<file path="src/rtl/plm_pkg.sv">
package plm_pkg;

   // operation select; 32-bit forms use the low memory half
   typedef enum logic [1:0] {
      PLM_LEFT_W  = 2'd0,
      PLM_RIGHT_W = 2'd1,
      PLM_LEFT_D  = 2'd2,
      PLM_RIGHT_D = 2'd3
   } plm_op_e;

endpackage

</file>
<file path="src/rtl/plm_lane_merge.sv">
// Byte-lane merge for one access width: each lane picks either a shifted
// memory byte or keeps the old register byte.
module plm_lane_merge #(
   parameter int NB = 8,
   localparam int KW = (NB > 1) ? $clog2(NB) : 1,
   localparam int DW = 8 * NB
) (
   input  logic          is_left,
   input  logic [KW-1:0] k,
   input  logic [DW-1:0] mem,
   input  logic [DW-1:0] old,
   output logic [DW-1:0] merged
);

   generate
      if (NB < 2 || (NB & (NB - 1)) != 0) begin : g_bad_nb
         $error("plm_lane_merge: NB must be a power of two, at least 2");
      end
   endgenerate

   genvar j;
   generate
      for (j = 0; j < NB; j++) begin : g_lane
         logic [7:0]    lane_b;
         logic [KW-1:0] idx;
         int            src;
         always_comb begin
            // left: lane j gets mem byte j-(NB-1-k); right: mem byte j+k
            if (is_left) src = j + int'(k) - (NB - 1);
            else         src = j + int'(k);
            idx = src[KW-1:0];
            if (src >= 0 && src < NB) lane_b = mem[idx*8 +: 8];
            else                      lane_b = old[j*8 +: 8];
         end
         assign merged[j*8 +: 8] = lane_b;
      end
   endgenerate

endmodule

</file>
<file path="src/rtl/plm_result_sel.sv">
// Chooses between narrow and wide merge results and applies the
// upper-half rule of the 32-bit forms.
module plm_result_sel
   import plm_pkg::*;
#(
   parameter int REG_W = 64,
   localparam int HW = REG_W / 2
) (
   input  plm_op_e          op,
   input  logic             narrow_k_zero,
   input  logic [HW-1:0]    narrow,
   input  logic [REG_W-1:0] wide,
   input  logic [HW-1:0]    old_hi,
   output logic [REG_W-1:0] result
);

   always_comb begin
      unique case (op)
         PLM_LEFT_W:  result = {{HW{narrow[HW-1]}}, narrow};
         PLM_RIGHT_W: result = narrow_k_zero ? {{HW{narrow[HW-1]}}, narrow}
                                             : {old_hi, narrow};
         default:     result = wide;
      endcase
   end

endmodule

</file>
<file path="src/rtl/partial_load_merge.sv">
module partial_load_merge
   import plm_pkg::*;
#(
   parameter int REG_W  = 64,
   parameter int RIDX_W = 5,
   localparam int HW     = REG_W / 2,
   localparam int NB_W   = REG_W / 8,
   localparam int NB_N   = NB_W / 2,
   localparam int OFS_W  = $clog2(NB_W),
   localparam int NOFS_W = $clog2(NB_N)
) (
   input  logic              clk,
   input  logic              rst,
   input  logic              in_valid,
   input  logic [1:0]        in_op,
   input  logic [OFS_W-1:0]  in_ofs,
   input  logic [REG_W-1:0]  in_mem,
   input  logic [REG_W-1:0]  in_old,
   input  logic [RIDX_W-1:0] in_rd,
   output logic              out_valid,
   output logic              out_we,
   output logic [RIDX_W-1:0] out_rd,
   output logic [REG_W-1:0]  out_data
);

   generate
      if (REG_W < 32 || (REG_W & (REG_W - 1)) != 0) begin : g_bad_w
         $error("partial_load_merge: REG_W must be a power of two >= 32");
      end
      if (RIDX_W < 1) begin : g_bad_ridx
         $error("partial_load_merge: RIDX_W must be at least 1");
      end
   endgenerate

   plm_op_e           op;
   logic              is_left;
   logic [NOFS_W-1:0] k_n;
   logic [HW-1:0]     merged_n;
   logic [REG_W-1:0]  merged_w;
   logic [REG_W-1:0]  result;

   assign op      = plm_op_e'(in_op);
   assign is_left = (op == PLM_LEFT_W) || (op == PLM_LEFT_D);
   assign k_n     = in_ofs[NOFS_W-1:0];

   plm_lane_merge #(.NB(NB_N)) u_narrow (
      .is_left (is_left),
      .k       (k_n),
      .mem     (in_mem[HW-1:0]),
      .old     (in_old[HW-1:0]),
      .merged  (merged_n)
   );

   plm_lane_merge #(.NB(NB_W)) u_wide (
      .is_left (is_left),
      .k       (in_ofs),
      .mem     (in_mem),
      .old     (in_old),
      .merged  (merged_w)
   );

   plm_result_sel #(.REG_W(REG_W)) u_sel (
      .op            (op),
      .narrow_k_zero (k_n == '0),
      .narrow        (merged_n),
      .wide          (merged_w),
      .old_hi        (in_old[REG_W-1:HW]),
      .result        (result)
   );

   always_ff @(posedge clk) begin
      if (rst) begin
         out_valid <= 1'b0;
         out_we    <= 1'b0;
      end else begin
         out_valid <= in_valid;
         out_we    <= in_valid && (in_rd != '0);
      end
      if (in_valid) begin
         out_data <= result;
         out_rd   <= in_rd;
      end
   end


   we_needs_valid_chk: assert property (@(posedge clk) disable iff (rst)
      out_we |-> (out_valid && out_rd != '0));


   zero_rd_no_we_chk: assert property (@(posedge clk) disable iff (rst)
      (in_valid && in_rd == '0) |=> !out_we);


   valid_follows_chk: assert property (@(posedge clk) disable iff (rst)
      in_valid |=> out_valid);


   idle_follows_chk: assert property (@(posedge clk) disable iff (rst)
      !in_valid |=> !out_valid);


   left_w_sext_chk: assert property (@(posedge clk) disable iff (rst)
      (in_valid && in_op == PLM_LEFT_W) |=>
         (out_data[REG_W-1:HW] == {HW{out_data[HW-1]}}));


   right_w_keep_hi_chk: assert property (@(posedge clk) disable iff (rst)
      (in_valid && in_op == PLM_RIGHT_W && in_ofs[NOFS_W-1:0] != '0) |=>
         (out_data[REG_W-1:HW] == $past(in_old[REG_W-1:HW])));


   left_d_full_chk: assert property (@(posedge clk) disable iff (rst)
      (in_valid && in_op == PLM_LEFT_D && in_ofs == '1) |=>
         (out_data == $past(in_mem)));


   right_d_full_chk: assert property (@(posedge clk) disable iff (rst)
      (in_valid && in_op == PLM_RIGHT_D && in_ofs == '0) |=>
         (out_data == $past(in_mem)));

endmodule

</file>
<file path="config.mk">
export PLATFORM = sky130hd
export DESIGN_NAME = partial_load_merge
export DESIGN_NICKNAME = d
export VERILOG_FILES = /design/src/rtl/plm_pkg.sv /design/src/rtl/plm_lane_merge.sv /design/src/rtl/plm_result_sel.sv /design/src/rtl/partial_load_merge.sv
export SDC_FILE = /design/constraint.sdc
export NUM_CORES = 1
export LEC_CHECK = 0
export ABC_AREA = 0
export BUFFER_PORTS_ARGS = -buffer_cell sky130_fd_sc_hd__buf_2
export CAP_MARGIN = 20
export CELL_PAD_IN_SITES_DETAIL_PLACEMENT = 1
export CELL_PAD_IN_SITES_GLOBAL_PLACEMENT = 2
export CORE_MARGIN = 10
export CORE_UTILIZATION = 24
export DETAILED_ROUTE_END_ITERATION = 8
export MAX_ROUTING_LAYER = met4
export PLACE_DENSITY_LB_ADDON = 0.1
export SLEW_MARGIN = 10
export SYNTH_ARGS = -nofsm -noshare
export SYNTH_HDL_FRONTEND = slang
export SYNTH_SLANG_ARGS = --single-unit
</file>
<file path="constraint.sdc">
create_clock -name clk -period 8.3 [get_ports clk]
set_input_delay 0.83 -clock clk [delete_from_list [all_inputs] [get_ports clk]]
set_output_delay 0.83 -clock clk [all_outputs]
set_load 0.005 [all_outputs]
</file>
==> results.yml <==
outcome:
  run_status: "completed"
routing:
  routed_len_inst_um: 28.7
  routed_wirelength_mm: 39.4
  via_count: 7709
  drc: 0
  drtAntennaViolNets: 0
  drtIter0Drc: 548
  first_pass_iters: 7
  via_per_inst: 5.61
timing:
  worst_pin_slew_ns: 1.26
  timing.final.crit_share_pct: 54.7
  grt_setup_unrepaired: "false"
  final_max_slew_viol_count: 0
  smallest_setup_slack_after_layout_ns: 3.76
  timing.final.crit_period_ns: 4.54
  tns_ns: 0
  fmaxAchievable_mhz: 220
  timing_hold_violations_final: 0
  hold_slack_ns: 0.639
  final-setup-viol-count: 0
  max_transition_margin_pct: 15.4
grt:
  grt_pass1_vias: 7984
  number_of_antenna_violations_at_the_first_check_in_global_routing: 2
  globalRouteOverflowTotal: 0
  grt_start_max_net_pins: 71
  grt_overall_usage_pct: 20.1
  grt_first_pass_wirelength_mm: 56.5
die:
  initial_standard_cell_utilization_of_the_core_pct: 24.5
  floorplan.rows: 64
  core_region_area_um2: 30800
  fp.dieArea_um2: 39000
  io-pin-count: 212
  die-width_um: 198
  die_y_um: 198
synth:
  summed_instance_area_of_the_synthesized_netlist_um2: 7570
  synth-edff-count: 69
  post_synth_inst_count: 800
  postSynth.asyncResetShare_pct: 0
  seq_area_frac_synth_pct: 27.9
  synthesis.area_per_instance_um2: 9.46
  net_count_synth: 960
  postSynthRegisterBits: 71
  number_of_synthesis_warnings: 0
  synth_cell_type_count: 75
  most_instantiated_flip_flop_cell_in_the_synthesis_netlist: "sky130_fd_sc_hd__edfxtp_1"
worst_setup_path:
  setup.worst_path.end_class: "register"
  crit_path_start_kind: "input port"
  cp_data_required_time_ns: 8.36
  cp_data_arrival_time_ns: 4.60
  critical_path.max_fanout: 69
  path_type_of_the_worst_setup_path: "in2reg"
clocking:
  ctsLongestPathBuffers: 2
  cts_made_buffers: 9
  clock_tree_from_tritoncts: "yes"
  cts.root.buffer_cell: "sky130_fd_sc_hd__clkbuf_16"
  cts_setup_buffers: 0
  cells_resized_by_post_cts_repair: 0
  htree_levels: 3
  ctsHoldBuffers: 0
  path_clk_slew_ns: 0.06
  clock-sinks: 71
finish:
  drive_above_1_share_pct: 30.3
  areaGrowthSynthToFinish_pct: 21.0
  nets: 1132
  final_common_cell: "sky130_fd_sc_hd__buf_2"
  layout.cells.most_common_list: "sky130_fd_sc_hd__buf_2 (210), sky130_fd_sc_hd__mux2i_1 (86), sky130_fd_sc_hd__nand2_1 (78), sky130_fd_sc_hd__edfxtp_1 (69), sky130_fd_sc_hd__a22oi_1 (44)"
  fillerInstances: 3618
hold_path:
  timing.hold.worst.class: "in2reg"
power_and_ir_drop:
  power_per_cell_area_nw_per_um2: 163
  p_total_mw: 1.49
  power.leakage_nw: 3.63
  power.ir.vdd_worst_v: 0.000104
placement:
  dp_slack_ns: 3.45
  buffer_ports.inserted: 211
  hpwlAfterDp_mm: 30.9
  routabilityCongestion: 0.828
flow_run:
  cap_viol_max_count: 0
## Yosys cell counts, types with 5 or more instances
library cell / count / area, um^2
sky130_fd_sc_hd__a222oi_1: 6 / 60.1
sky130_fd_sc_hd__nand2b_1: 17 / 106
sky130_fd_sc_hd__ha_1: 18 / 225
sky130_fd_sc_hd__o22ai_2: 5 / 62.6
sky130_fd_sc_hd__nand2_1: 78 / 293
sky130_fd_sc_hd__o211ai_1: 33 / 248
sky130_fd_sc_hd__and3_1: 10 / 62.6
sky130_fd_sc_hd__nand3_1: 28 / 140
sky130_fd_sc_hd__mux4_2: 13 / 293
sky130_fd_sc_hd__a2bb2oi_1: 18 / 158
sky130_fd_sc_hd__buf_4: 8 / 60.1
sky130_fd_sc_hd__nor3_1: 21 / 105
sky130_fd_sc_hd__a22oi_1: 44 / 330
sky130_fd_sc_hd__a211oi_1: 33 / 248
sky130_fd_sc_hd__nor3b_1: 22 / 165
sky130_fd_sc_hd__clkbuf_1: 15 / 56.3
sky130_fd_sc_hd__o21ai_0: 11 / 55.1
sky130_fd_sc_hd__o2bb2ai_1: 7 / 61.3
sky130_fd_sc_hd__nor2_1: 30 / 113
sky130_fd_sc_hd__mux2_2: 15 / 169
sky130_fd_sc_hd__mux2i_1: 86 / 861
sky130_fd_sc_hd__buf_2: 29 / 145
sky130_fd_sc_hd__buf_6: 9 / 101
sky130_fd_sc_hd__inv_1: 9 / 33.8
sky130_fd_sc_hd__edfxtp_1: 69 / 2070
sky130_fd_sc_hd__a21oi_1: 19 / 95.1
sky130_fd_sc_hd__a32oi_1: 12 / 105
sky130_fd_sc_hd__o22ai_1: 29 / 181
sky130_fd_sc_hd__a221oi_1: 10 / 87.6
sky130_fd_sc_hd__o21ai_1: 5 / 25.0
sky130_fd_sc_hd__nor2b_1: 11 / 68.8
## report_power, final
part	switching, mW	internal [mW]	leakage [nW]
clock network	0.168	0.262	0.145
registers	0.0128	0.452	0.690
logic	0.367	0.225	2.80
total	0.548	0.940	3.63
## critical path, stage by stage
cell                        delay [ns]
sky130_fd_sc_hd__buf_2            0.24
sky130_fd_sc_hd__inv_1            0.25
sky130_fd_sc_hd__buf_4            0.29
sky130_fd_sc_hd__ha_4             0.60
sky130_fd_sc_hd__buf_4            0.72
sky130_fd_sc_hd__xor2_1           0.21
sky130_fd_sc_hd__mux2_2           0.36
sky130_fd_sc_hd__o2111ai_1        0.19
sky130_fd_sc_hd__and3b_1          0.66
sky130_fd_sc_hd__o211ai_1         0.20
## per-layer routing
metal | vias to the layer above | track usage [%] | wire (um)
li1 | 3552 | - | -
met1 | 3914 | 26.0 | 18300
met2 | 215 | 32.5 | 18900
met3 | 28 | 2.91 | 1630
met4 | 0 | 4.93 | 613
met5 | - | - | 0
## final cells by class
cell class	count	area (um^2)	area share, %
Clock inverter	5	83.8	0.916
Multi-Input combinational cell	655	5030	55.0
Tap cell	396	495	5.41
Timing Repair Buffer	225	1160	12.7
Antenna cell	2	5.00	0.0547
Sequential cell	71	2110	23.1
Clock buffer	10	229	2.50
Inverter	10	37.5	0.410
## cells by family (layout without fill, tap and decap cells)
kind of cell / count (synthesis) / after routing / synth area share (%)
AOI/OAI and AO/OA: 268 / 268 / 27.1
xor gates and xnor gates: 9 / 9 / 1.49
adders and majority gates: 19 / 19 / 3.24
buffers and inverters: 74 / 250 / 5.87
DFF: 71 / 71 / 27.9
muxes: 115 / 115 / 17.8
other: 0 / 2 / 0
and+or+nand+nor: 244 / 244 / 16.7
## worst paths after layout
kind | start | to | slack [ns] | depth (start not counted)
worst max-delay path | in_ofs[0] | out_data[62]$_DFFE_PP_ | 3.76 | 10
worst min-delay path | rst | out_valid$_SDFF_PP0_ | 0.64 | 2
## state kept, by name (all words and copies together), names as in the netlist
| register | flops |
|---|---|
| out_valid | 1 |
| out_we | 1 |
| out_data | 64 |
| out_rd | 5 |
## per-stage QoR
step                      cell area (um^2)  cells  utilization, %
after CTS                             9150   1371            29.7
final                                 9160   1374            29.7
after detailed placement              8830   1356            28.6
after global routing                  9160   1374            29.7
after global placement                8830   1356            28.6
after floorplan                       7570    800               -
(Power assumes the default switching activity.)
